## src/rtl/alu_pkg.sv

```systemverilog
package alu_pkg;
   localparam int OP_W = 4;

   typedef enum logic [1:0] {
      SEL_AND  = 2'b00,
      SEL_OR   = 2'b01,
      SEL_SUM  = 2'b10,
      SEL_LESS = 2'b11
   } out_sel_e;

   typedef struct packed {
      logic     inv_a;
      logic     inv_b;
      out_sel_e sel;
   } alu_ctl_t;

   localparam logic [OP_W-1:0] OP_AND = 4'b0000;
   localparam logic [OP_W-1:0] OP_OR  = 4'b0001;
   localparam logic [OP_W-1:0] OP_ADD = 4'b0010;
   localparam logic [OP_W-1:0] OP_SUB = 4'b0110;
   localparam logic [OP_W-1:0] OP_SLT = 4'b0111;
   localparam logic [OP_W-1:0] OP_NOR = 4'b1100;
endpackage

```

## src/rtl/alu_decode.sv

```systemverilog
module alu_decode
   import alu_pkg::*;
(
   input  logic [OP_W-1:0] op_i,
   output alu_ctl_t        ctl_o
);
   always_comb begin
      ctl_o.inv_a = op_i[3];
      ctl_o.inv_b = op_i[2];
      ctl_o.sel   = out_sel_e'(op_i[1:0]);
   end
endmodule

```

## src/rtl/alu_slice.sv

```systemverilog
module alu_slice
   import alu_pkg::*;
(
   input  logic     a_i,
   input  logic     b_i,
   input  logic     carry_i,
   input  logic     less_i,
   input  alu_ctl_t ctl_i,
   output logic     res_o,
   output logic     carry_o
);
   logic ax, bx, half, sum;

   assign ax      = a_i ^ ctl_i.inv_a;
   assign bx      = b_i ^ ctl_i.inv_b;
   assign half    = ax ^ bx;
   assign sum     = half ^ carry_i;
   assign carry_o = (ax & bx) | (half & carry_i);

   always_comb begin
      unique case (ctl_i.sel)
         SEL_AND:  res_o = ax & bx;
         SEL_OR:   res_o = ax | bx;
         SEL_SUM:  res_o = sum;
         SEL_LESS: res_o = less_i;
         default:  res_o = 1'b0;
      endcase
   end
endmodule

```

## src/rtl/alu_msb_slice.sv

```systemverilog
module alu_msb_slice
   import alu_pkg::*;
(
   input  logic     a_i,
   input  logic     b_i,
   input  logic     carry_i,
   input  logic     less_i,
   input  alu_ctl_t ctl_i,
   output logic     res_o,
   output logic     carry_o,
   output logic     set_o,
   output logic     ovf_o
);
   logic ax, bx, half, sum;

   assign ax      = a_i ^ ctl_i.inv_a;
   assign bx      = b_i ^ ctl_i.inv_b;
   assign half    = ax ^ bx;
   assign sum     = half ^ carry_i;
   assign carry_o = (ax & bx) | (half & carry_i);
   assign ovf_o   = carry_i ^ carry_o;
   assign set_o   = sum ^ ovf_o;

   always_comb begin
      unique case (ctl_i.sel)
         SEL_AND:  res_o = ax & bx;
         SEL_OR:   res_o = ax | bx;
         SEL_SUM:  res_o = sum;
         SEL_LESS: res_o = less_i;
         default:  res_o = 1'b0;
      endcase
   end

   always_comb begin

      msb_ovf_chk: assert (!ovf_o || ((ax == bx) && (sum != ax)))
         else $error("overflow flagged with operand signs %b/%b and sum %b", ax, bx, sum);
   end
endmodule

```

## src/rtl/alu32_core.sv

```systemverilog
module alu32_core
   import alu_pkg::*;
#(
   parameter int WIDTH = 32
) (
   input  logic [WIDTH-1:0] opnd_a,
   input  logic [WIDTH-1:0] opnd_b,
   input  logic [3:0]       op_code,
   output logic [WIDTH-1:0] result,
   output logic             zero_flag,
   output logic             ovf_flag
);
   localparam int MSB = WIDTH - 1;

   generate
      if (WIDTH < 2) begin : g_width_bad
         $error("alu32_core: WIDTH must be at least 2");
      end
   endgenerate

   alu_ctl_t         ctl;
   logic [WIDTH:0]   carry;
   logic             set_w;

   alu_decode u_dec (
      .op_i  (op_code),
      .ctl_o (ctl)
   );

   assign carry[0] = ctl.inv_b;

   generate
      for (genvar i = 0; i < MSB; i++) begin : g_slice
         alu_slice u_bit (
            .a_i     (opnd_a[i]),
            .b_i     (opnd_b[i]),
            .carry_i (carry[i]),
            .less_i  ((i == 0) ? set_w : 1'b0),
            .ctl_i   (ctl),
            .res_o   (result[i]),
            .carry_o (carry[i+1])
         );
      end
   endgenerate

   alu_msb_slice u_msb (
      .a_i     (opnd_a[MSB]),
      .b_i     (opnd_b[MSB]),
      .carry_i (carry[MSB]),
      .less_i  (1'b0),
      .ctl_i   (ctl),
      .res_o   (result[MSB]),
      .carry_o (carry[WIDTH]),
      .set_o   (set_w),
      .ovf_o   (ovf_flag)
   );

   assign zero_flag = ~|result;

   always_comb begin
      if (op_code == OP_AND) begin

         and_word_chk: assert (result == (opnd_a & opnd_b))
            else $error("AND word mismatch");
      end
      if (op_code == OP_ADD) begin

         add_word_chk: assert (result == WIDTH'(opnd_a + opnd_b))
            else $error("add word mismatch");
      end
      if (op_code == OP_SUB) begin

         sub_word_chk: assert (result == WIDTH'(opnd_a - opnd_b))
            else $error("subtract word mismatch");

         sub_zero_chk: assert (zero_flag == (opnd_a == opnd_b))
            else $error("equality through subtraction mismatch");
      end
      if (op_code == OP_NOR) begin

         nor_word_chk: assert (result == ~(opnd_a | opnd_b))
            else $error("NOR word mismatch");
      end
      if (op_code == OP_SLT) begin

         slt_word_chk: assert (result == WIDTH'($signed(opnd_a) < $signed(opnd_b)))
            else $error("set-less-than mismatch");
      end
   end
endmodule

```

## config.mk

```make
export PLATFORM = sky130hd
export DESIGN_NAME = alu32_core
export DESIGN_NICKNAME = d
export VERILOG_FILES = /design/src/rtl/alu_pkg.sv /design/src/rtl/alu_decode.sv /design/src/rtl/alu_slice.sv /design/src/rtl/alu_msb_slice.sv /design/src/rtl/alu32_core.sv
export SDC_FILE = /design/constraint.sdc
export NUM_CORES = 1
export LEC_CHECK = 0
export BUFFER_PORTS_ARGS = -buffer_cell sky130_fd_sc_hd__buf_2
export CORE_MARGIN = 8
export CORE_UTILIZATION = 40
export DETAILED_ROUTE_END_ITERATION = 10
export PLACE_DENSITY = 0.72
export SYNTH_ARGS = -nofsm -noshare
export SYNTH_HDL_FRONTEND = slang
export SYNTH_SLANG_ARGS = --single-unit
```

## constraint.sdc

```tcl
create_clock -name vclk -period 37.5
set_clock_uncertainty 0.05 [all_clocks]
set_input_delay 5.625 -clock vclk [all_inputs]
set_output_delay 5.625 -clock vclk [all_outputs]
set_load 0.01 [all_outputs]
```

==> impl_metrics.ini, run 1 <==
[setup_path]
crit_start = op_code[3]
arrival_ns = 20.68
critPathKind = in -> out
slowest_delay_ns = 0.53
cp-end-kind = output port
setup.worst_path.start_class = input pin
cp_max_fo = 32
cp_slowest_cell = or4_1
crit_top_cell = fa_1
critPathRequiredTime_ns = 31.82

[die]
die_w_um = 110
rows = 34
io_pins = 102
initial_core_util_pct = 40.6
dieArea_sq_mm = 0.0120
core-area_sq_mm = 0.00864
die_h_um = 110

[logic_synthesis]
ys_warn_count = 0
yosys.area.top_type_share_pct = 22.8
yosysUniqueCellTypes = 29
syn_avg_cell_area_sq_um = 8.52
synth_cells = 412
syn-num-nets = 576
ys_top_cells_by_area = ha_1, fa_1, xor2_1
synth_area_sq_mm = 0.00351
synth_top_area_cell = ha_1
yosysSeqAreaShare_pct = 0

[min_path]
min_from = opnd_b[7]
min_path_cells = 6
hold_end = result[7]
hp-class = in -> out

[run]
maxCapViolCount = 0

[power_and_ir_drop]
seqPwrFrac_pct = 0
p_int_uw = 29.8
power_switching_uw = 40.0
clkPwrFrac_pct = 0
fin_total_pwr_uw = 69.8
swShare_pct = 57.3
leakage_nw = 2.12
ir_drop_mv = 0.00924
combPwrFrac_pct = 100.0
p_per_area_mw_per_mm2 = 18.3

[global_route]
grt_pass1_wl_um = 13400
antenna_found_initial = 0
track_usage_pct = 13.4
grt_max_degree = 75
grt_pass1_vias = 2944
grt_overflow = 0

[detailed_routing]
drt_pass1_iterations = 4
final_antenna_net_count = 0
wl_um = 8190
via_count = 2674
wl_per_cell_um = 14.4
drc_errors = 0
via_per_inst = 4.69
drt_iter0_drc = 108

[timing]
final_max_slew_viol_count = 0
rsz0062_at_grt = false
tns_ns = 0
fin_crit_ns = 26.35
setup_viol = 0
min_period_over_period_pct = 70.3
max_freq_mhz = 37.9
hold_viol_final = 0
slew_headroom_pct = 39.7
tightest_slew_ns = 0.905

[cells_and_area]
n_sequential_cell = 0
seq_area_sq_um = 0
diodes = 0
fin_nets = 628
clkbuf_count = 0
drive_above_1_share_pct = 23.2
num-fill-cells = 880
area_growth_pct = 8.66

[place]
port_buffers = 102
routabilityCongestion = 0.862
dp_hpwl_um = 6980

[clocking]
cts_hold_buf = 0
post-cts-setup-buffers = 0
cts_resized = 0

[outcome]
outcome = finished clean
-- metal layers --
layer	vias to the layer above	part of all wire (%)	GRT usage, %
li1	1328	-	-
met1	1256	38	14.4
met2	68	53	26.0
met3	22	6.4	2.40
met4	0	2.7	3.66
met5	-	0	0
-- how the worst max path moves through the flow --
stage	to	slack, ns	cells past startpoint
finish	zero_flag	11.15	43
global route	zero_flag	10.60	43
global placement	zero_flag	11.38	43
detailed placement	zero_flag	11.10	43
CTS	zero_flag	11.11	43
floorplan	zero_flag	12.06	40
-- power groups by stage --
stage	Clock (mW)	Sequential [mW]	Combinational, mW
floorplan	0	0	0.0567
global placement	0	0	0.0682
detailed placement	0	0	0.0710
CTS	0	0	0.0712
global route	0	0	0.0805
finish	0	0	0.0698
-- area by class of cell --
class / count / area (sq um) / share of cell area, %
inverter: 77 / 289 / 7.58
multi-input combinational: 280 / 2860 / 74.9
tap: 108 / 135 / 3.54
timing repair buffer: 105 / 533 / 14.0
-- placed cells by master, fill, tap and decap left out, drive strengths merged --
master / count
buf: 105
inv: 77
xor2: 65
ha: 64
nor2b: 35
fa: 32
o21ai: 21
o31a: 19
mux2i: 10
o22ai: 10
and2b: 5
or4: 5
nor4: 4
nand2: 1
o31ai: 1
nand2b: 1
nor2: 1
and2: 1
o32ai: 1
mux4: 1
o221ai: 1
and4: 1
xnor2: 1
-- synth_stat cells, drive strengths merged --
library cell  instances
xnor2                 1
o31a                 19
o31ai                 1
o22ai                10
and2                  1
mux4                  1
and4                  1
o32ai                 1
nor2                  1
nor4                  4
o221ai                1
nor2b                35
buf                  43
nand2b                1
clkbuf               12
fa                   32
nand2                 1
inv                  77
and2b                 5
xor2                 65
ha                   64
mux2i                10
o21ai                21
or4                   5
-- metrics by stage --
stage          std cells  instance area (sq um)  worst slack [ns]  hold WS (ns)  utilization [%]
2_1_floorplan        412                   3510             12.06         11.57                -
3_3_place_gp         570                   3810             11.38         11.84             44.2
3_5_place_dp         570                   3810             11.10         11.84             44.2
4_1_cts              570                   3810             11.11         11.84             44.2
5_1_grt              570                   3810             10.60         11.88             44.2
6_report             570                   3810             11.15         11.84             44.2
-- critical path: cells and delay by family --
kind / cells / cell delay (ns)
AOI/OAI and AO/OA: 2 / 0.39
adders and majority gates: 31 / 12.46
and+or+nand+nor: 5 / 1.16
buffers and inverters: 4 / 0.72
xor gates and xnor gates: 1 / 0.25
-- kinds of logic (layout without fill, tap and decap cells) --
kind of cell / after synthesis / in the layout / share of synthesized area (%)
multiplexers: 11 / 11 / 3.49
XOR/XNOR: 66 / 66 / 16.5
AND/OR/NAND/NOR: 54 / 54 / 10.1
AO/OA/AOI/OAI: 53 / 53 / 10.2
buffers and inverters: 132 / 182 / 18.6
adder cells (fa/ha/maj): 96 / 96 / 41.1
Power figures use the tool's default switching activity.
==> inputs of run 2 (changes only) <==
--- a/config.mk
+++ b/config.mk
@@ -9,7 +9,7 @@
 export CORE_MARGIN = 8
 export CORE_UTILIZATION = 40
 export DETAILED_ROUTE_END_ITERATION = 10
-export PLACE_DENSITY = 0.72
+export PLACE_DENSITY = 0.75
 export SYNTH_ARGS = -nofsm -noshare
 export SYNTH_HDL_FRONTEND = slang
 export SYNTH_SLANG_ARGS = --single-unit
==> constraint.sdc (replaced) <==
create_clock -name vclk -period 23.3
set_clock_uncertainty 0.05 [all_clocks]
set_input_delay 3.495 -clock vclk [all_inputs]
set_output_delay 3.495 -clock vclk [all_outputs]
set_load 0.01 [all_outputs]
==> run 2 against run 1 <==
Net effect: first-iteration DRC count increased by 18%; cell count increased by 0.18%; final area increased by 0.20%; flip-flop and latch count unchanged; worst hold slack got worse by 4.3 ns; wire length increased by 1.5%; combinational power increased by 60%; non-clock buffer count increased by 1; setup slack got worse by 9.9 ns; total power increased by 61%; die area unchanged; critical endpoint unchanged; largest cell class unchanged.
==> impl_metrics.ini, run 2 (synthesized netlist as in run 1, its figures left out) <==
[place]
dp.cells = 571
port_buffers = 102
dp_hpwl_um = 7180
routabilityCongestion = 0.827

[die]
die_w_um = 110
initial_core_util_pct = 40.6
dieArea_sq_mm = 0.0120
rows = 34
io_pins = 102
die_h_um = 110
core-area_sq_mm = 0.00864

[timing]
rsz0062_at_grt = false
setup_viol = 0
min_period_over_period_pct = 94.5
tightest_slew_ns = 0.890
tns_ns = 0
slew_headroom_pct = 40.7
final_max_slew_viol_count = 0
fin_crit_ns = 22.02
max_freq_mhz = 45.4
hold_viol_final = 0

[setup_path]
cp_slowest_cell = or4_1
crit_top_cell = fa_1
setup.worst_path.start_class = input pin
critPathKind = in -> out
critPathRequiredTime_ns = 19.76
cp_max_fo = 18
cp-end-kind = output port
path_delay_family = adder cells
arrival_ns = 18.48
slowest_delay_ns = 0.53
critPathBufInv = 4
path_depth = 43

[global_route]
grt_overflow = 0
grt_pass1_vias = 2907
track_usage_pct = 13.5
grt_max_degree = 75
grt_pass1_wl_um = 13400
antenna_found_initial = 0

[detailed_routing]
drt_pass1_iterations = 4
wl_um = 8320
drt_iter0_drc = 127
via_per_inst = 4.74
drc_errors = 0
via_count = 2707
wl_per_cell_um = 14.6
final_antenna_net_count = 0

[power_and_ir_drop]
ir_drop_mv = 0.0142
leakage_nw = 2.13
fin_total_pwr_uw = 112
p_per_area_mw_per_mm2 = 29.4

[min_path]
min_from = opnd_b[7]
hold_end = result[7]
hp-class = in -> out
min_path_cells = 6

[outcome]
outcome = finished clean

[cells_and_area]
seq_area_sq_um = 0
diodes = 0
final_common_cell = buf_2
finalNonFillerCells = 571
area_growth_pct = 8.88
clkbuf_count = 0
drive_above_1_share_pct = 23.3
num-fill-cells = 870
final_cell_mix = buf_2, inv_1, xor2_1
n_sequential_cell = 0
fin_nets = 629
post-route-util_pct = 44.2

[clocking]
cts_hold_buf = 0
cts_resized = 0
post-cts-setup-buffers = 0

[run]
maxCapViolCount = 0
run 2: cell types whose count changed in the layout (fill, tap and decap cells not counted):
cell | before | now
buf_4 | 3 | 4
run 2: layout make-up:
cell class         instances  area (sq um)  share of cell area, %
repair buffers           106           541                   14.1
inverters                 77           289                   7.56
well taps                108           135                   3.54
multi-input cells        280          2860                   74.8
run 2: worst max-delay path by stage:
| stage | startpoint | endpoint |
|---|---|---|
| floorplan | op_code[2] | zero_flag |
| global placement | op_code[3] | zero_flag |
| detailed placement | op_code[3] | zero_flag |
| CTS | op_code[3] | zero_flag |
| global route | op_code[3] | zero_flag |
| finish | op_code[3] | zero_flag |
run 2: report_power, final:
part           total, mW  internal, mW  switching (mW)
sequential             0             0               0
clock                  0             0               0
combinational      0.112        0.0482          0.0642
total              0.112        0.0482          0.0642
run 2: through the flow:
stage / setup slack (ns) / hold slack [ns] / cell area (sq um)
final: 1.28 / 7.57 / 3820
after global routing: 0.770 / 7.65 / 3820
after CTS: 1.20 / 7.58 / 3820
after detailed placement: 1.20 / 7.58 / 3820
after global placement: 1.56 / 7.58 / 3820
after floorplan: 2.12 / 7.31 / 3510
run 2: routing by layer:
layer | up-vias | global-route usage (%) | wire (um) | part of all wire, %
met5 | - | 0 | 0 | 0
met4 | 0 | 3.18 | 195 | 2.3
met3 | 16 | 1.47 | 343 | 4.1
met2 | 73 | 25.4 | 4320 | 52
met1 | 1285 | 16.0 | 3460 | 42
li1 | 1333 | - | - | -
==> inputs of run 3 (changes only) <==
==> constraint.sdc (replaced) <==
create_clock -name vclk -period 23.3
set_clock_uncertainty 0.05 [all_clocks]
set_input_delay 2.33 -clock vclk [all_inputs]
set_output_delay 2.33 -clock vclk [all_outputs]
set_load 0.01 [all_outputs]
==> run 3 against run 2 <==
Net effect: utilization fell by 0.087 points; combinational power barely moved; first-iteration DRC count fell by 24%; worst hold slack got worse by 2.3 ns; critical path type unchanged; largest cell class unchanged; highest routed layer unchanged.
==> impl_metrics.ini, run 3 (synthesized netlist as in run 1, its figures left out) <==
[outcome]
outcome = finished clean

[place]
dp_hpwl_um = 7120
port_buffers = 102
routabilityCongestion = 0.829

[setup_path]
cp_max_fo = 18
crit_top_cell = fa_1
critPathRequiredTime_ns = 20.92
cp_slowest_cell = fa_1
cp-end-kind = output port
arrival_ns = 17.60
slowest_delay_ns = 0.52
setup.worst_path.start_class = input pin
critPathKind = in -> out

[die]
die_w_um = 110
core-area_sq_mm = 0.00864
rows = 34
io_pins = 102
initial_core_util_pct = 40.6
dieArea_sq_mm = 0.0120
die_h_um = 110

[power_and_ir_drop]
fin_total_pwr_uw = 113
ir_drop_mv = 0.0152
p_per_area_mw_per_mm2 = 29.6
leakage_nw = 2.12

[cells_and_area]
n_sequential_cell = 0
seq_area_sq_um = 0
multiInputGateArea_sq_mm = 0.00286
final_cell_mix = buf_2, inv_1, xor2_1
drive_above_1_share_pct = 23.2
fin_nets = 628
clkbuf_count = 0
num-fill-cells = 858
final_common_cell = buf_2
diodes = 0
area_growth_pct = 8.66

[detailed_routing]
drt_pass1_iterations = 4
dr_wl_met3_um = 503
via_per_inst = 4.70
wl_per_cell_um = 14.7
drt_iter0_drc = 97
wl_um = 8370
top_layer = met4
final_antenna_net_count = 0
via_count = 2681
met1Wirelength_um = 3320
drc_errors = 0
met2_length_um = 4430

[timing]
tns_ns = 0
fin_crit_ns = 19.98
min_period_over_period_pct = 85.8
tightest_slew_ns = 0.906
max_freq_mhz = 50.0
setup_viol = 0
rsz0062_at_grt = false
final_max_slew_viol_count = 0
hold_viol_final = 0
slew_headroom_pct = 39.6

[clocking]
cts_hold_buf = 0
post-cts-setup-buffers = 0
cts_resized = 0

[global_route]
antenna_found_initial = 0
grt_pass1_vias = 2950
track_usage_pct = 13.6
grt_overflow = 0
grt_max_degree = 75
grt_pass1_wl_um = 13500

[min_path]
hold_end = result[7]
min_from = opnd_b[7]
hp-class = in -> out
min_path_cells = 6

[run]
maxCapViolCount = 0
==> run 3: cell types whose count changed in the layout (fill, tap and decap cells not counted), sizes merged <==
cell,before,now
buf,106,105
==> run 3: layout make-up <==
| type | count | share of cell area, % |
|---|---|---|
| timing repair buffer | 105 | 14.0 |
| tap | 108 | 3.54 |
| multi-input combinational | 280 | 74.9 |
| inverter | 77 | 7.58 |
==> run 3: report_power, final <==
group	switching, mW	internal, mW
combinational	0.0647	0.0481
sequential	0	0
clock	0	0
==> run 3: worst max-delay path by stage <==
stage | startpoint | end | slack, ns | cells past startpoint
final | op_code[3] | zero_flag | 3.32 | 43
after global routing | op_code[3] | zero_flag | 2.68 | 43
after CTS | op_code[3] | zero_flag | 3.19 | 43
after detailed placement | op_code[3] | zero_flag | 3.21 | 43
after global placement | op_code[3] | zero_flag | 3.56 | 43
after floorplan | op_code[2] | zero_flag | 4.45 | 40
==> run 3: worst max-delay path: cells and delay by family <==
family | cells | cell delay (ns)
adders and majority gates | 31 | 12.44
and+or+nand+nor | 5 | 1.20
buffers and inverters | 4 | 0.95
AOI/OAI and AO/OA | 2 | 0.39
xor gates and xnor gates | 1 | 0.24
==> run 3: layer usage <==
layer  vias to the layer above  global-route usage, %
met5                         -                      0
met4                         0                   2.60
met3                        10                   2.11
met2                        62                   26.2
met1                      1280                   15.4
li1                       1329                      -
==> run 3: per-stage QoR <==
step	cell area [sq um]	worst slack, ns	hold WS [ns]	instances	util [%]
floorplan	3510	4.45	4.98	412	-
global placement	3810	3.56	5.25	570	44.2
detailed placement	3810	3.21	5.26	570	44.2
CTS	3810	3.19	5.26	570	44.2
global route	3810	2.68	5.33	570	44.2
finish	3810	3.32	5.25	570	44.2
